## src/rtl/irc_pkg.sv

```systemverilog
package irc_pkg;
  parameter int unsigned IRC_CNT_W = 8;
  parameter int unsigned IRC_DIV_W = 2;

  typedef enum logic {
    PH_LOW  = 1'b0,
    PH_HIGH = 1'b1
  } irc_phase_e;
endpackage

```

## src/rtl/irc_prescaler.sv

```systemverilog
module irc_prescaler #(
  parameter int unsigned DIV_W = irc_pkg::IRC_DIV_W
) (
  input  logic             clk,
  input  logic             rst_n,
  input  logic             en,
  input  logic [DIV_W-1:0] div_sel,
  output logic             tick
);
  localparam int unsigned PS_W = (1 << DIV_W) - 1;

  logic [PS_W-1:0] ps_cnt;
  logic [PS_W-1:0] ps_lim;

  // limit = 2^div_sel - 1, built as a thermometer code
  always_comb begin
    ps_lim = '0;
    for (int i = 0; i < PS_W; i++) begin
      ps_lim[i] = (DIV_W'(i) < div_sel);
    end
  end

  assign tick = en && (ps_cnt == ps_lim);

  always_ff @(posedge clk or negedge rst_n) begin
    if (!rst_n) begin
      ps_cnt <= '0;
    end else if (!en || tick) begin
      ps_cnt <= '0;
    end else begin
      ps_cnt <= ps_cnt + 1'b1;
    end
  end

  // with a divide above one, ticks are never back to back unless div changed
  assert_tick_spacing_R2: assert property (@(posedge clk) disable iff (!rst_n)
    (tick && div_sel != '0) |=> (!tick || div_sel != $past(div_sel)));
endmodule

```

## src/rtl/irc_carrier_core.sv

```systemverilog
module irc_carrier_core #(
  parameter int unsigned CNT_W = irc_pkg::IRC_CNT_W
) (
  input  logic             clk,
  input  logic             rst_n,
  input  logic             gen_en,
  input  logic             tick,
  input  logic             base_mode,
  input  logic             fsk_mode,
  input  logic             fsk_toggle,
  input  logic [CNT_W-1:0] hi_a,
  input  logic [CNT_W-1:0] lo_a,
  input  logic [CNT_W-1:0] hi_b,
  input  logic [CNT_W-1:0] lo_b,
  output logic             running,
  output logic             carrier
);
  import irc_pkg::*;

  localparam logic [CNT_W-1:0] ONE = CNT_W'(1);

  function automatic logic [CNT_W-1:0] clamp_cnt(input logic [CNT_W-1:0] v);
    return (v == '0) ? ONE : v;
  endfunction

  irc_phase_e       phase_q;
  logic [CNT_W-1:0] cnt_q;
  logic [CNT_W-1:0] hi_lat;
  logic [CNT_W-1:0] lo_lat;
  logic             run_q;
  logic             sel_q;
  logic             pend_q;

  logic [CNT_W-1:0] cur_len;
  logic             phase_end;
  logic             next_sel;
  logic [CNT_W-1:0] nxt_hi;
  logic [CNT_W-1:0] nxt_lo;

  assign cur_len   = (phase_q == PH_HIGH) ? hi_lat : lo_lat;
  assign phase_end = (cnt_q == cur_len);
  assign next_sel  = fsk_mode ? (sel_q ^ (pend_q | fsk_toggle)) : 1'b0;
  assign nxt_hi    = next_sel ? clamp_cnt(hi_b) : clamp_cnt(hi_a);
  assign nxt_lo    = next_sel ? clamp_cnt(lo_b) : clamp_cnt(lo_a);

  always_ff @(posedge clk or negedge rst_n) begin
    if (!rst_n) begin
      run_q   <= 1'b0;
      phase_q <= PH_LOW;
      cnt_q   <= '0;
      hi_lat  <= '0;
      lo_lat  <= '0;
      sel_q   <= 1'b0;
      pend_q  <= 1'b0;
    end else if (!gen_en) begin
      run_q   <= 1'b0;
      phase_q <= PH_LOW;
      cnt_q   <= '0;
      sel_q   <= 1'b0;
      pend_q  <= 1'b0;
    end else if (!run_q) begin
      run_q   <= 1'b1;
      phase_q <= PH_HIGH;
      cnt_q   <= ONE;
      sel_q   <= 1'b0;
      pend_q  <= 1'b0;
      hi_lat  <= clamp_cnt(hi_a);
      lo_lat  <= clamp_cnt(lo_a);
    end else begin
      if (fsk_toggle) begin
        pend_q <= 1'b1;
      end
      if (tick) begin
        if (!phase_end) begin
          cnt_q <= cnt_q + ONE;
        end else if (phase_q == PH_HIGH) begin
          phase_q <= PH_LOW;
          cnt_q   <= ONE;
        end else begin
          phase_q <= PH_HIGH;
          cnt_q   <= ONE;
          sel_q   <= next_sel;
          pend_q  <= 1'b0;
          hi_lat  <= nxt_hi;
          lo_lat  <= nxt_lo;
        end
      end
    end
  end

  assign running = run_q;
  assign carrier = run_q && (base_mode || phase_q == PH_HIGH);

  // phase counter never leaves 1..length while running
  assert_cnt_in_range_R3: assert property (@(posedge clk) disable iff (!rst_n)
    run_q |-> (cnt_q >= ONE && cnt_q <= cur_len));
  // latched lengths only move when a fresh period has just begun
  assert_latch_at_boundary_R5: assert property (@(posedge clk) disable iff (!rst_n)
    !$stable(hi_lat) |-> (phase_q == PH_HIGH && cnt_q == ONE));
  // pair selection only moves at a period start or when stopped
  assert_sel_at_boundary_R7: assert property (@(posedge clk) disable iff (!rst_n)
    !$stable(sel_q) |-> (!run_q || (phase_q == PH_HIGH && cnt_q == ONE)));
  // disabling silences the carrier at the next edge
  assert_off_low_R9: assert property (@(posedge clk) disable iff (!rst_n)
    !gen_en |=> !carrier);
endmodule

```

## src/rtl/irc_pin_drive.sv

```systemverilog
module irc_pin_drive (
  input  logic clk,
  input  logic rst_n,
  input  logic pin_en,
  input  logic gen_en,
  input  logic carrier,
  input  logic sw_level,
  output logic pin_out,
  output logic pin_oe
);
  logic src;

  assign src = gen_en ? carrier : sw_level;

  always_ff @(posedge clk or negedge rst_n) begin
    if (!rst_n) begin
      pin_out <= 1'b0;
      pin_oe  <= 1'b0;
    end else begin
      pin_out <= pin_en & src;
      pin_oe  <= pin_en;
    end
  end

  assert_oe_follows_R12: assert property (@(posedge clk) disable iff (!rst_n)
    1'b1 |=> (pin_oe == $past(pin_en)));
  assert_dark_pin_R12: assert property (@(posedge clk) disable iff (!rst_n)
    !pin_en |=> !pin_out);
  assert_sw_level_R11: assert property (@(posedge clk) disable iff (!rst_n)
    (pin_en && !gen_en) |=> (pin_out == $past(sw_level)));
endmodule

```

## src/rtl/ir_carrier_gen.sv

```systemverilog
module ir_carrier_gen #(
  parameter int unsigned CNT_W = irc_pkg::IRC_CNT_W,
  parameter int unsigned DIV_W = irc_pkg::IRC_DIV_W
) (
  input  logic             clk,
  input  logic             rst_n,
  input  logic             gen_en,
  input  logic [DIV_W-1:0] div_sel,
  input  logic             base_mode,
  input  logic             fsk_mode,
  input  logic             fsk_toggle,
  input  logic [CNT_W-1:0] hi_a,
  input  logic [CNT_W-1:0] lo_a,
  input  logic [CNT_W-1:0] hi_b,
  input  logic [CNT_W-1:0] lo_b,
  input  logic             pin_en,
  input  logic             sw_level,
  output logic             carrier_out,
  output logic             pin_out,
  output logic             pin_oe
);
  logic running;
  logic tick;

  irc_prescaler #(.DIV_W(DIV_W)) u_presc (
    .clk     (clk),
    .rst_n   (rst_n),
    .en      (running),
    .div_sel (div_sel),
    .tick    (tick)
  );

  irc_carrier_core #(.CNT_W(CNT_W)) u_core (
    .clk        (clk),
    .rst_n      (rst_n),
    .gen_en     (gen_en),
    .tick       (tick),
    .base_mode  (base_mode),
    .fsk_mode   (fsk_mode),
    .fsk_toggle (fsk_toggle),
    .hi_a       (hi_a),
    .lo_a       (lo_a),
    .hi_b       (hi_b),
    .lo_b       (lo_b),
    .running    (running),
    .carrier    (carrier_out)
  );

  irc_pin_drive u_pin (
    .clk      (clk),
    .rst_n    (rst_n),
    .pin_en   (pin_en),
    .gen_en   (gen_en),
    .carrier  (carrier_out),
    .sw_level (sw_level),
    .pin_out  (pin_out),
    .pin_oe   (pin_oe)
  );

  assert_base_high_R6: assert property (@(posedge clk) disable iff (!rst_n)
    (running && base_mode) |-> carrier_out);
endmodule

```

## config.mk

```make
export PLATFORM = sky130hd
export DESIGN_NAME = ir_carrier_gen
export DESIGN_NICKNAME = d
export VERILOG_FILES = /design/src/rtl/irc_pkg.sv /design/src/rtl/irc_prescaler.sv /design/src/rtl/irc_carrier_core.sv /design/src/rtl/irc_pin_drive.sv /design/src/rtl/ir_carrier_gen.sv
export SDC_FILE = /design/constraint.sdc
export NUM_CORES = 1
export LEC_CHECK = 0
export ABC_CLOCK_PERIOD_IN_PS = 2150
export CORE_MARGIN = 8
export CORE_UTILIZATION = 30
export CTS_BUF_LIST = sky130_fd_sc_hd__clkbuf_4 sky130_fd_sc_hd__clkbuf_8 sky130_fd_sc_hd__clkbuf_16
export DETAILED_ROUTE_END_ITERATION = 7
export DONT_BUFFER_PORTS = 1
export HOLD_SLACK_MARGIN = 0.02
export SYNTH_ARGS = -nofsm -noshare
export SYNTH_HDL_FRONTEND = slang
export SYNTH_SLANG_ARGS = --single-unit
```

## constraint.sdc

```tcl
create_clock -name clk -period 2.15 [get_ports clk]
set_input_delay 0.215 -clock clk [delete_from_list [all_inputs] [get_ports clk]]
set_output_delay 0.215 -clock clk [all_outputs]
set_load 0.01 [all_outputs]
```

# --- Word level (Yosys, flattened, before mapping) ---
# Cells that the tools add are included.
# W data, S select, Z words.
word_totals:
  ff_bits: 33
  inputBits: 42
op_classes:
  addsub: 2
  magnitude_cmp: 3
  eq_ne: 8
  mux: 39
  n_bitwise: 3
  reduce_logical: 12
op_table:
  columns: ["cell", "count"]
  rows:
  - ["$mux W8", 19]
  - ["$logic_not A8 Y1", 4]
  - ["$mux W1", 19]
  - ["$ne A3 B3 Y1 const B", 3]
  - ["$add A8 B1 Y8 const B", 1]
  - ["$eq A8 B8 Y1", 1]
  - ["$ne A2 B2 Y1 const B", 3]
  - ["$lt A1 B2 Y1 const A", 2]
  - ["$reduce_and A4 Y1", 1]
  - ["$add A3 B1 Y3 const B", 1]
  - ["$eq A3 B3 Y1", 1]
  - ["$mux W3", 1]
  - ["$reduce_and A3 Y1", 1]
  - ["$logic_and A1 B1 Y1", 2]
  - ["$logic_or A1 B1 Y1", 2]
  - ["$lt A2 B2 Y1 const A", 1]
  - ["$reduce_and A2 Y1", 1]
  - ["$and A1 B1 Y1", 1]
  - ["$logic_not A1 Y1", 1]
  - ["$or A1 B1 Y1", 1]
  - ["$xor A1 B1 Y1", 1]

# --- Logic depth before layout (Yosys ltp) ---
logic_depth:
  depth_word: 8
  depth_mapped: 10
  ltp_nobuf: 6

# --- By module ---
# Synthesis repeated with hierarchy kept, for this count alone.
hier_totals:
  cells_unflattened: 246
  area_unflattened_um2: 2274.7
modules_own_cells:
  columns: ["module", "n_inst", "cells_each", "area_each_um2"]
  rows:
  - ["irc_carrier_core", 1, 223, 2028.2]
  - ["irc_prescaler", 1, 19, 180.2]
  - ["irc_pin_drive", 1, 4, 66.3]

# --- Worst setup path after synthesis ---
# OpenSTA, ideal clock, no wires.
synth_timing:
  kind: "register -> register"
  startpoint: "register u_core.phase_q"
  endpoint: "register u_core.hi_lat[5]"
  setup_ns: 0.127
  arrival_time_ns: 1.801
  required_ns: 2.023
  path_slack_ns: 0.222
  path_stages_with_launch: 11
  path_buffers: 4
  period_less_slack_ns: 1.928
  cell_sequence: "dfrtp_1 > buf_6 > buf_8 > mux2i_1 > xnor2_1 > nor4_4 > nand4_1 > buf_6 > buf_8 > nand3_1 > o211ai_2"
synth_via:
  elab_chain_cells: 4
  elab_cells_between_ends: 5
synth_rtl:
  columns: ["element", "line_no", "text"]
  rows:
  - ["start: declaration", "irc_carrier_core.sv:26", "irc_phase_e phase_q;"]
  - ["start signal: assignment", "irc_carrier_core.sv:49", "phase_q <= PH_LOW;"]
  - ["start signal: assignment", "irc_carrier_core.sv:57", "phase_q <= PH_LOW;"]
  - ["start signal: assignment", "irc_carrier_core.sv:63", "phase_q <= PH_HIGH;"]
  - ["$mux W8", "irc_carrier_core.sv:40", "assign cur_len = (phase_q == PH_HIGH) ? hi_lat : lo_lat;"]
  - ["$eq A8 B8 Y1", "irc_carrier_core.sv:41", "assign phase_end = (cnt_q == cur_len);"]
  - ["$ne A2 B2 Y1 (no line)", null, null]
  - ["$reduce_and A4 Y1 (no line) *", null, null]
  - ["end signal: assignment", "irc_carrier_core.sv:67", "hi_lat <= clamp_cnt(hi_a);"]
  - ["end signal: assignment", "irc_carrier_core.sv:84", "hi_lat <= nxt_hi;"]
  - ["end: declaration", "irc_carrier_core.sv:28", "logic [CNT_W-1:0] hi_lat;"]
# Every way passes the cells marked *; elsewhere a longest branch is shown, timed or not.
# A chain may end at the register's enable or synchronous reset.

# --- Final worst setup path ---
layout_timing:
  startpoint: "register u_core.phase_q"
  endpoint: "register u_core.sel_q"
layout_via:
  elab_chain_cells: 4
  elab_cells_between_ends: 5
layout_rtl:
  columns: ["element", "line_no", "text"]
  rows:
  - ["$mux W8", "irc_carrier_core.sv:40", null]
  - ["$eq A8 B8 Y1", "irc_carrier_core.sv:41", null]
  - ["$ne A3 B3 Y1 (no line)", null, null]
  - ["$reduce_and A3 Y1 (no line) *", null, null]
  - ["end signal: assignment", "irc_carrier_core.sv:82", "sel_q <= next_sel;"]
  - ["end: declaration", "irc_carrier_core.sv:31", "logic sel_q;"]
# Marks and branches as above.

==> qor.csv <==
metric,value,unit
first_global_vias,1676,
cp-start-kind,flop,
cts_max_path_buffers,2,
path_max_fanout,10,
ys.flop_type,dfrtp_1,
power.total,0.00161,W
wl_per_cell,16.4,um
cts.sinks,33,
grt_first_pass_wirelength,8.42,mm
max_cap_violations,0,
cts-root-buf,clkbuf_8,
syn_area,2150,um2
whs,46.3,ps
die_width,101,um
viasPerCell,5.22,
fin_ws,-0.667,ps
overflow,0,
dr.pass1.iters,4,
hold_class,primary input to flop,
fin_worst_skew,12.7,ps
period_needed,2150,ps
start_util,30.4,%
cts_tree,yes,
crit_type,flop to flop,
required,2310,ps
finalNetCount,268,
drt_wl_total,5.30,mm
max_freq,465,MHz
yosysUniqueCellTypes,42,
syn_nets,253,
ys_warn_count,0,
rows,31,
drc,0,
cts_buffers,5,
htree_levels,2,
synth_edf_count,0,
async_flop_share,100,%
diodes,0,
path_cells,buf_12 > buf_6 > mux2i_2 > xnor2_1 > nor4_4 > buf_4 > nand2_8 > a2111oi_4 > o32ai_1,
worst_pin_slew,399,ps
ir_worst_vdd,0.344,mV
antenna_found_initial,0,
placed_cell_area,2250,um2
grt_max_degree,34,
num_vias,1692,
area_growth,18.1,%
postLayoutCellArea,2540,um2
ant_nets,0,
die-area,10100,um2
slew_violations,0,
rsz0062_at_grt,true,
finalSetupViolCount,1,
hpwlAfterDp,3.88,mm
pre_cts_ws,-33.8,ps
drive_gt1_share,25.3,%
ys_seq_area_share,38.3,%
clk_pin_slew,80,ps
critPathArrivalTime,2310,ps
end_kind,flop,
p_per_area,633,nW/um2
synth-seq-cells,33,
fin_crit_sh,100,%
ios,45,
drt_iter0_drc,93,
slowest_stage,dfrtp_2,
violations,negative setup slack,
postSynthCellCount,209,
globalplace.congestion,0.836,
finalHoldViolations,0,
leakage,1.10,nW
outcome,"complete, but fails checks",
die_h,101,um
portBuffers,0,
slew_headroom,73.3,%
grt_usage,10.3,%
max_stage_delay,430,ps
postSynthAreaPerCell,10.3,um2
clock_latency,280,ps
core,7100,um2
## layout make-up
| class | count | area (um2) |
|---|---|---|
| Clock buffer | 7 | 96.3 |
| Inverter | 3 | 11.3 |
| Tap cell | 99 | 124 |
| Timing Repair Buffer | 19 | 190 |
| Multi-Input combinational cell | 162 | 1290 |
| Sequential cell | 33 | 827 |
| Clock inverter | 1 | 5.00 |
| Fill cell | 682 | 4550 |
## worst max-delay path, delay by kind of cell (launching register included)
family          cells  cell delay [ps]
compound gates      2              420
mux                 1              180
xor+xnor            1              130
buf+inv             3              450
flops               1              430
simple gates        2              420
## synth_stat cells (2+ instances only)
cell	count	area, um2
a211oi_1	3	22.5
a21oi_1	7	35.0
a22o_1	2	17.5
a31o_1	2	17.5
and2_1	2	12.5
and3_1	3	18.8
buf_2	2	10.0
buf_6	3	33.8
buf_8	2	30.0
clkbuf_1	4	15.0
dfrtp_1	33	826
ha_1	2	25.0
inv_1	3	11.3
mux2_2	2	22.5
mux2i_1	24	240
nand2_1	23	86.3
nand3_1	15	75.1
nand3_2	5	50.1
nand4_1	2	12.5
nor2_1	8	30.0
nor2b_1	3	18.8
nor3_1	7	35.0
nor4_1	5	31.3
nor4_4	2	42.5
nor4b_1	2	17.5
o211ai_2	14	175
o21ai_0	2	10.0
o2bb2ai_1	2	17.5
o41ai_1	2	17.5
or4_1	2	15.0
xnor2_1	10	87.6
## sequential cells by signal, indices dropped and copies added (netlist names)
signal	count
u_core.cnt_q	8
u_core.hi_lat	8
u_core.lo_lat	8
u_core.pend_q	1
u_core.phase_q	1
u_core.running	1
u_core.sel_q	1
u_pin.pin_oe	1
u_pin.pin_out	1
u_presc.ps_cnt	3
## routing by layer
layer | vias up | GRT usage [%] | wire, um | share of wire (%)
li1 | 813 | - | - | -
met1 | 828 | 12.4 | 2180 | 41
met2 | 47 | 16.9 | 2720 | 51
met3 | 4 | 2.56 | 311 | 5.9
met4 | 0 | 4.88 | 91 | 1.7
met5 | - | 0 | 0 | 0
## stage by stage
step                      std cells  util [%]  TNS, ps
after floorplan                 209         -        0
after global placement          305      31.7        0
after detailed placement        305      31.7    -71.6
after CTS                       317      33.8        0
after global routing            324      35.9     -876
final                           324      35.9   -0.667
## kinds of logic after synthesis
logic type | after synthesis | share of synthesized area, %
mux | 26 | 12.2
buf+inv | 14 | 4.65
flops | 33 | 38.3
compound gates | 40 | 17.2
xor+xnor | 10 | 4.06
simple gates | 84 | 22.4
fa+ha+maj | 2 | 1.16
## power breakdown
part	switching, W	total [W]	internal (W)
registers	0.0000495	0.000729	0.000679
logic	0.000190	0.000365	0.000175
clock network	0.000228	0.000518	0.000289
## path summary, 6_finish.rpt
kind	start	endpoint	slack [ps]	cells past startpoint
setup / recovery	u_core.phase_q	u_core.sel_q	-0.7	9
hold / removal	gen_en	u_core.phase_q	50	1
setup reg to reg	u_core.phase_q	u_core.sel_q	-0.7	9
hold reg to reg	u_presc.ps_cnt[0]	u_presc.ps_cnt[0]	490	1
max in group asynchronous	rst_n	u_core.cnt_q[5]	1600	2
min in group asynchronous	rst_n	u_presc.ps_cnt[2]	360	2
## timing repair
action / CTS / global route
endpoints found under the setup margin: 11 / 21
hold buffers: 4 / 0
resized for setup: 1 / 17
pin swaps: 0 / 7
setup buffers: 0 / 6
gates cloned: 0 / 1
endpoints found under the hold margin: 35 / 0
## layout by cell type, fill, tap and decap left out, drive strengths merged, types with 7 or more instances in the layout
cell type  netlist  routed
a21oi            7       7
nor2             8       8
buf              7      16
clkbuf           4       7
nor3             7       7
o211ai          14      14
mux2i           24      24
nor4             7       7
nand2           24      24
nand3           20      20
dfrtp           33      33
xnor2           10      10
No activity file was read; power rests on OpenSTA's default activity.
